File: config.mk
export PLATFORM = sky130hd
export DESIGN_NAME = dpot_wiper_ctrl
export DESIGN_NICKNAME = d
export VERILOG_FILES = /design/src/rtl/dpot_pkg.sv /design/src/rtl/dpot_nv_bank.sv /design/src/rtl/dpot_wiper_reg.sv /design/src/rtl/dpot_tap_decode.sv /design/src/rtl/dpot_wiper_ctrl.sv
export SDC_FILE = /design/constraint.sdc
export NUM_CORES = 1
export LEC_CHECK = 0
export BUFFER_PORTS_ARGS = -buffer_cell sky130_fd_sc_hd__buf_2
export CAP_MARGIN = 20
export CORE_AREA = 2 2 411 413
export CTS_CLUSTER_DIAMETER = 120
export DETAILED_ROUTE_END_ITERATION = 8
export DIE_AREA = 0 0 413 415
export PLACE_DENSITY = 0.41
export SLEW_MARGIN = 0
export SYNTH_ARGS = -nofsm -noshare
export SYNTH_HDL_FRONTEND = slang
export SYNTH_SLANG_ARGS = --single-unit
export TNS_END_PERCENT = 50
File: constraint.sdc
create_clock -name clk -period 7.3 [get_ports clk]
set_input_delay 0.73 -clock clk [delete_from_list [all_inputs] [get_ports clk]]
set_output_delay 0.73 -clock clk [all_outputs]
set_load 0.05 [all_outputs]
File: src/rtl/dpot_pkg.sv
package dpot_pkg;
  localparam int unsigned OP_W = 3;

  typedef enum logic [OP_W-1:0] {
    OP_WR_WIPER    = 3'd0,
    OP_RD_WIPER    = 3'd1,
    OP_WR_DR       = 3'd2,
    OP_RD_DR       = 3'd3,
    OP_DR_TO_WIPER = 3'd4,
    OP_WIPER_TO_DR = 3'd5
  } op_e;

  localparam logic [OP_W-1:0] OP_LAST = 3'd5;
endpackage

File: src/rtl/dpot_nv_bank.sv
module dpot_nv_bank #(
  parameter int unsigned POS_W     = 10,
  parameter int unsigned NUM_DR    = 4,
  parameter int unsigned IDX_W     = 2,
  parameter int unsigned NV_CYCLES = 8,
  parameter logic [POS_W-1:0] DR_INIT = '0
) (
  input  logic             clk,
  input  logic             rst_n,
  input  logic             clr_busy,
  input  logic             wr_en,
  input  logic [IDX_W-1:0] wr_idx,
  input  logic [POS_W-1:0] wr_data,
  input  logic [IDX_W-1:0] rd_idx,
  output logic [POS_W-1:0] rd_data,
  output logic [POS_W-1:0] dr0_data,
  output logic             busy
);
  localparam int unsigned CW = $clog2(NV_CYCLES + 1);

  logic [POS_W-1:0] dr_q [NUM_DR];
  logic [CW-1:0]    cnt_q, cnt_d;

  for (genvar g = 0; g < NUM_DR; g++) begin : g_dr
    logic ld;
    assign ld = wr_en && (wr_idx == IDX_W'(g));
    always_ff @(posedge clk or negedge rst_n) begin
      if (!rst_n)  dr_q[g] <= DR_INIT;
      else if (ld) dr_q[g] <= wr_data;
    end
  end

  assign rd_data  = dr_q[rd_idx];
  assign dr0_data = dr_q[0];

  always_comb begin
    cnt_d = cnt_q;
    if (clr_busy)           cnt_d = '0;
    else if (wr_en)         cnt_d = CW'(NV_CYCLES);
    else if (cnt_q != '0)   cnt_d = cnt_q - 1'b1;
  end

  always_ff @(posedge clk or negedge rst_n) begin
    if (!rst_n) cnt_q <= '0;
    else        cnt_q <= cnt_d;
  end

  assign busy = (cnt_q != '0);
endmodule

File: src/rtl/dpot_wiper_reg.sv
module dpot_wiper_reg #(
  parameter int unsigned POS_W = 10
) (
  input  logic             clk,
  input  logic             rst_n,
  input  logic             load_en,
  input  logic [POS_W-1:0] load_data,
  output logic [POS_W-1:0] wiper
);
  logic [POS_W-1:0] wiper_d;

  always_comb begin
    wiper_d = wiper;
    if (load_en) wiper_d = load_data;
  end

  always_ff @(posedge clk or negedge rst_n) begin
    if (!rst_n) wiper <= '0;
    else        wiper <= wiper_d;
  end
endmodule

File: src/rtl/dpot_tap_decode.sv
module dpot_tap_decode #(
  parameter int unsigned POS_W = 10
) (
  input  logic                    clk,
  input  logic                    rst_n,
  input  logic [POS_W-1:0]        pos,
  output logic [(1<<POS_W)-1:0]   tap_q
);
  localparam int unsigned TAPS = 1 << POS_W;

  logic [TAPS-1:0] tap_d;

  always_comb begin
    for (int i = 0; i < TAPS; i++) begin
      tap_d[i] = (pos == POS_W'(i));
    end
  end

  always_ff @(posedge clk or negedge rst_n) begin
    if (!rst_n) tap_q <= TAPS'(1);
    else        tap_q <= tap_d;
  end
endmodule

File: src/rtl/dpot_wiper_ctrl.sv
module dpot_wiper_ctrl
  import dpot_pkg::*;
#(
  parameter int unsigned POS_W     = 10,
  parameter int unsigned NUM_DR    = 4,
  parameter int unsigned IDX_W     = $clog2(NUM_DR),
  parameter int unsigned NV_CYCLES = 1250000,
  parameter logic [POS_W-1:0] DR_INIT = '0
) (
  input  logic                  clk,
  input  logic                  rst_n,
  input  logic                  pwrup_n,
  input  logic                  cmd_valid,
  output logic                  cmd_ready,
  input  logic [OP_W-1:0]       cmd_op,
  input  logic [IDX_W-1:0]      cmd_idx,
  input  logic [POS_W-1:0]      cmd_data,
  output logic                  rsp_valid,
  output logic [POS_W-1:0]      rsp_data,
  output logic                  cmd_err,
  output logic                  nv_busy,
  output logic [POS_W-1:0]      wiper_pos,
  output logic [(1<<POS_W)-1:0] tap_sel
);
  logic             accept, exec;
  logic             wp_ld;
  logic [POS_W-1:0] wp_ld_data;
  logic             nv_wr;
  logic [POS_W-1:0] nv_wr_data;
  logic [POS_W-1:0] dr_rd, dr0;
  logic             rv_d, err_d;
  logic [POS_W-1:0] rd_d;
  logic             rv_q, err_q;
  logic [POS_W-1:0] rd_q;

  assign cmd_ready = pwrup_n;
  assign accept    = cmd_valid && cmd_ready;
  assign exec      = accept && !nv_busy && (cmd_op <= OP_LAST);

  always_comb begin
    wp_ld      = 1'b0;
    wp_ld_data = cmd_data;
    nv_wr      = 1'b0;
    nv_wr_data = cmd_data;
    rv_d       = 1'b0;
    rd_d       = rd_q;
    err_d      = accept && !exec;
    if (!pwrup_n) begin
      wp_ld      = 1'b1;
      wp_ld_data = dr0;
    end else if (exec) begin
      unique case (op_e'(cmd_op))
        OP_WR_WIPER:    wp_ld = 1'b1;
        OP_RD_WIPER:    begin rv_d = 1'b1; rd_d = wiper_pos; end
        OP_WR_DR:       nv_wr = 1'b1;
        OP_RD_DR:       begin rv_d = 1'b1; rd_d = dr_rd; end
        OP_DR_TO_WIPER: begin wp_ld = 1'b1; wp_ld_data = dr_rd; end
        OP_WIPER_TO_DR: begin nv_wr = 1'b1; nv_wr_data = wiper_pos; end
        default:        ;
      endcase
    end
  end

  always_ff @(posedge clk or negedge rst_n) begin
    if (!rst_n) begin
      rv_q  <= 1'b0;
      err_q <= 1'b0;
      rd_q  <= '0;
    end else begin
      rv_q  <= rv_d;
      err_q <= err_d;
      if (rv_d) rd_q <= rd_d;
    end
  end

  assign rsp_valid = rv_q;
  assign rsp_data  = rd_q;
  assign cmd_err   = err_q;

  dpot_nv_bank #(
    .POS_W(POS_W), .NUM_DR(NUM_DR), .IDX_W(IDX_W),
    .NV_CYCLES(NV_CYCLES), .DR_INIT(DR_INIT)
  ) u_bank (
    .clk(clk), .rst_n(rst_n), .clr_busy(!pwrup_n),
    .wr_en(nv_wr), .wr_idx(cmd_idx), .wr_data(nv_wr_data),
    .rd_idx(cmd_idx), .rd_data(dr_rd), .dr0_data(dr0), .busy(nv_busy)
  );

  dpot_wiper_reg #(.POS_W(POS_W)) u_wiper (
    .clk(clk), .rst_n(rst_n), .load_en(wp_ld),
    .load_data(wp_ld_data), .wiper(wiper_pos)
  );

  dpot_tap_decode #(.POS_W(POS_W)) u_dec (
    .clk(clk), .rst_n(rst_n), .pos(wiper_pos), .tap_q(tap_sel)
  );
endmodule

Word-level counts from Yosys, hierarchy flattened
Index checks and enable logic that the tools add are counted.
{"block": "op_classes", "n_addsub": 1, "n_mux": 22, "bitwise_logic": 1, "eq_ne": 1032, "reduce_logical": 19, "magnitude_cmp": 2}
{"op": "10-bit == test, second input constant", "count": 512}
{"op": "10-bit by 9-bit == test with 1-bit output, second input constant", "count": 256}
{"op": "10-bit by 8-bit == test with 1-bit output, second input constant", "count": 128}
{"op": "10-bit by 7-bit == test with 1-bit output, second input constant", "count": 64}
{"op": "10-bit by 6-bit == test with 1-bit output, second input constant", "count": 32}
{"op": "10-bit by 5-bit == test with 1-bit output, second input constant", "count": 16}
{"op": "10-bit by 4-bit == test with 1-bit output, second input constant", "count": 8}
{"op": "10-bit two-way mux", "count": 8}
{"op": "21-bit two-way mux", "count": 3}
{"op": "10-bit by 3-bit == test with 1-bit output, second input constant", "count": 4}
{"op": "21-bit nonzero test", "count": 1}
{"op": "21-bit by 1-bit subtractor with 21-bit output, second input constant", "count": 1}
{"op": "10-bit binary-select mux with 2-bit select", "count": 1}
{"op": "10-bit by 2-bit == test with 1-bit output, second input constant", "count": 2}
{"op": "10-bit one-hot mux with 2 select lines", "count": 1}
{"op": "10-bit by 1-bit == test with 1-bit output, second input constant", "count": 1}
{"op": "10-bit zero test", "count": 1}
{"op": "1-bit two-way mux", "count": 9}
{"op": "1-bit logical AND", "count": 8}
{"op": "3-bit by 2-bit == test with 1-bit output, second input constant", "count": 2}
{"op": "3-bit == test, second input constant", "count": 2}
{"op": "2-bit OR reduction", "count": 3}
{"op": "2-bit == test, second input constant", "count": 2}
{"op": "4-bit AND reduction", "count": 1}
{"op": "10 further kinds", "count": 11}
{"block": "word_totals", "regBits": 1107, "output_inout_bits": 1048}

Logic depth before layout (Yosys ltp)
{"block": "depth", "depth_word": 8, "mapped_depth": 9}

Hierarchy
From an unflattened synthesis, not the netlist that was laid out.
{"block": "hier_totals", "cells_unflattened": 2819, "area_unflattened_um2": 38099.0}
{"module": "dpot_tap_decode", "seq_area_each_um2": 25625.8, "instances": 1, "area_each_um2": 33519.6, "cells_each": 2427}
{"module": "dpot_nv_bank", "seq_area_each_um2": 1526.5, "instances": 1, "area_each_um2": 3185.6, "cells_each": 247}
{"module": "dpot_wiper_ctrl", "seq_area_each_um2": 300.3, "instances": 1, "area_each_um2": 982.2, "cells_each": 124}
{"module": "dpot_wiper_reg", "seq_area_each_um2": 250.2, "instances": 1, "area_each_um2": 411.6, "cells_each": 21}

Worst setup path after synthesis
OpenSTA, ideal clock, no wires.
{"block": "synth_timing", "kind": "flip-flop to output port", "from": "register u_bank.cnt_q[0]", "to": "output nv_busy", "arrival_ns": 2.077, "required_ns": 6.570, "path_buffers": 2, "slack_ns": 4.493, "path_stages_with_launch": 8, "path_cell_list": "dfrtp_1 -> inv_1 -> ha_1 -> or4b_2 -> nor4_4 -> buf_4 -> nand2_1 -> clkbuf_1"}
{"block": "synth_between", "elab_chain_len": 1}
{"element": "start: declaration", "line_no": "dpot_nv_bank.sv:22", "rtl": "logic [CW-1:0] cnt_q, cnt_d;"}
{"element": "start signal: assignment", "line_no": "dpot_nv_bank.sv:45", "rtl": "else cnt_q <= cnt_d;"}
{"element": "21-bit nonzero test", "line_no": "dpot_nv_bank.sv:48", "rtl": "assign busy = (cnt_q != '0);"}
{"element": "end: declaration", "line_no": "dpot_wiper_ctrl.sv:21", "rtl": "output logic nv_busy,"}
No other way between the ends.

Worst setup path in the final report
{"block": "layout_timing", "from": "register u_bank.cnt_q[7]", "to": "output nv_busy"}
Same word-level chain as after synthesis.

==> summary.md <==
| Metric | Value |
|---|---|
| CP max stage delay | `0.63 ns` |
| Starting density of the core | `21.3%` |
| R2r setup slk | `4.02 ns` |
| Die ar. | `171000 um2` |
| Crit end category | `output port` |
| GRT Util Overall | `18.9%` |
| Gate power share | `12.0%` |
| Final worst-path cycle share | `55.7%` |
| Number of fill cells | `17600` |
| CP Capture Point | `nv_busy` |
| Post-cts repair resize count | `0` |
| CP max-delay cell | `or4_1` |
| Worst Hold Depth | `3` |
| Initial DRC Count | `1825` |
| Post-DP HPWL | `117000 um` |
| CTS tree | `yes` |
| Asr flop ratio synth | `100%` |
| Top Ports | `1067` |
| WL/cell | `26.5 um` |
| Post-synth EDFFs | `0` |
| FF-to-FF End | `u_wiper.wiper[5]` |
| Placed Area | `43600 um2` |
| Ys flop type | `dfrtp_1` |
| Final layout net count | `4003` |
| Die X | `413 um` |
| # port buffers | `1066` |
| RSZ-0062 raised after global routing | `false` |
| Post-synth cell types | `45` |
| CTS H-tree lvls | `4` |
| Setup bufs post-CTS | `0` |
| Clock Latency Late Sink | `0.78 ns` |
| Synth top cells by count | `dfrtp_1, nor2_1, nand2_1` |
| Total CTS buffers | `130` |
| Fin crit period | `4.06 ns` |
| Crit path depth | `4` |
| Area of the core | `167000 um2` |
| Clk network pwr share | `44.8%` |
| Setup violators final | `0` |
| Relative slew slack | `27.1%` |
| Lkg Pwr | `26.0 nW` |
| Global-route wire length before repair | `224000 um` |
| Pwr/cell area | `308 nW/um2` |
| Initial antenna violation count | `15` |
| Area growth syn-to-layout | `35.4%` |
| Critical Path RT | `6.57 ns` |
| Synth top area cells | `dfrtp_1, nor2_1, nand2_1` |
| Reg clk slew, reported paths | `0.06 ns` |
| Max_cap viols | `0` |
| CP startpoint | `u_bank.cnt_q[7]` |
| Signal arrival time at the worst endpoint | `3.33 ns` |
| Worst IR drop on VDD | `0.408 mV` |
| Reg2Reg Depth | `5` |
| Met2 Wirelength | `81700 um` |
| Final Hold Fails | `0` |
| Syn_area_per_cell | `12.2 um2` |
| Cts-stage hold buffer count | `1` |
| Wl on met1 | `68800 um` |
| Synth top area share | `78.1%` |
| Vias per Instance | `4.09` |
| Met3 WL | `10800 um` |
| Post-Synthesis Cells | `2899` |
| Status | `completed` |
| Largest net degree at the start of global routing | `163` |
| Max Freq | `246 MHz` |
| Seq cells post-synth | `1107` |
| Switching power share of the total | `28.7%` |
| Switching power | `0.00424 W` |
| Internal | `0.0105 W` |
| Clock Skew | `0.0301 ns` |
| Seq/Total Area, Yosys | `78.2%` |
| Critical-path maximum fanout | `11` |
| Measured slew at the worst slew-check pin | `1.09 ns` |
| Seq pwr share | `43.2%` |
| Routed WL | `166000 um` |
| Max layer used | `met5` |
| Startpoint types | `flop` |
| Fin area | `48000 um2` |
| ANT nets after route | `0` |
| Num rows | `150` |
| Synthesized area | `35400 um2` |
| Top delay family on crit path | `simple AND/OR/NAND/NOR gates` |
| Yosys top cell by area | `dfrtp_1` |
| Vias | `25700` |
| Post-synth net total | `2920` |
| Clock sink total | `1107` |
| Most instantiated library cell after synthesis | `dfrtp_1` |
| Yosys warning total | `0` |
| WP buf/inv | `1` |
| Clk buf depth | `3` |
| Launch point of the worst reg-to-reg path | `u_bank.cnt_q[7]` |
| Critical path class | `flop to output port` |
| Setup_tns | `0 ns` |
| Drt pass-1 iters | `7` |
| Crit-path cells | `or4_1 > nor3_2 > nand2_1 > buf_2` |
| Fin. max-slew vios | `0` |
| Number of global-route vias before repair | `26100` |
| Die Y | `415 um` |
| Root Buffer Master | `clkbuf_16` |
| Gpl congestion | `0.816` |
| Residual DRC count | `0` |
| Grt total ovfl | `0` |
| Layout cell share with drive strength beyond 1 | `34.4%` |
| Worst Hold Class | `input pin to flop` |
cells by family (layout without fill, tap and decap cells):
family	after synthesis	after routing	share of synthesized area [%]
other	0	6	0
and+or+nand+nor	1459	1459	16.1
AOI/OAI and AO/OA	73	73	1.26
xor gates and xnor gates	15	15	0.371
adders and majority gates	2	2	0.0706
muxes	51	51	1.86
DFF	1107	1107	78.2
buffers and inverters	192	1370	2.13
worst reg2reg max path, stage by stage, from the launching register on:
cell and delay (ns):
dfrtp_1 0.42, or4_1 0.63, nor3_2 0.62, nand4_1 0.94
nand3_1 0.36, o221ai_1 0.15
cell type report:
class                   count  area (um2)  share of cell area, %
multi-input cells        1600        7150                   14.9
repair buffers           1130        5990                   12.5
diodes                      6        15.0                 0.0313
well taps                2204        2760                   5.75
clock buffers             182        3760                   7.84
inverters                  13        48.8                  0.102
clock inverters            45         557                   1.16
flip-flops and latches   1107       27700                   57.7
metrics by stage:
stage	util [%]	std cells	power, W	hold WS, ns	worst slack (ns)
floorplan	-	2899	0.00745	0.434	4.49
global placement	26.2	6053	0.00832	0.467	3.65
detailed placement	26.2	6053	0.00832	0.477	3.63
CTS	28.8	6281	0.0150	0.128	3.17
global route	28.8	6281	0.0153	0.179	3.04
finish	28.8	6287	0.0148	0.224	3.24
state kept, by name (all words and copies together), names as in the netlist:
signal           cells
u_bank.dr0_data     10
u_dec.tap_q       1024
rsp_data            10
u_wiper.wiper       10
u_bank.cnt_q        21
rsp_valid            1
u_bank.dr_q         30
cmd_err              1
placed cells by master, fill, tap and decap left out, types with 3 or more instances in the layout:
cell and count:
nor4_1 6, mux2i_1 21, buf_12 13, buf_4 50, clkinv_2 19, inv_1 13, or3_1 6, clkinv_8 4
diode_2 6, a21boi_0 7, mux4_2 10, dfrtp_1 1106, nand4_1 7, bufinv_16 8, nor3_1 3, mux2_2 20
nand3b_1 3, inv_6 6, clkbuf_16 132, nor2_2 4, nand2b_1 9, clkbuf_8 27, nand2_1 317, buf_2 1065
a21oi_1 5, or4_1 3, o21ai_1 40, clkinvlp_4 3, o221ai_1 9, nand3_1 14, nor3_2 13, xnor2_1 15
nor2_1 1046, nor2_4 9, clkbuf_1 23
worst min-delay path by stage:
stage | from | slack, ns | end
3_5_place_dp | u_bank.dr_q[14] | 0.48 | u_bank.dr_q[14]
5_1_grt | cmd_valid | 0.18 | cmd_err
6_report | cmd_valid | 0.22 | cmd_err
3_3_place_gp | u_bank.dr_q[17] | 0.47 | u_bank.dr_q[17]
2_1_floorplan | rst_n | 0.43 | cmd_err
4_1_cts | cmd_valid | 0.13 | cmd_err
routing by layer:
metal,vias up,track usage (%)
met1,13400,23.7
li1,11200,-
met4,4,6.21
met2,905,31.5
met3,212,5.06
met5,-,0
power groups by stage:
stage / sequential, W / clock [W] / combinational (W)
after global routing: 0.00640 / 0.00701 / 0.00193
after global placement: 0.00649 / 0 / 0.00183
after CTS: 0.00638 / 0.00677 / 0.00183
after floorplan: 0.00653 / 0 / 0.000922
after detailed placement: 0.00649 / 0 / 0.00183
final: 0.00638 / 0.00661 / 0.00178
(Power assumes the default switching activity.)
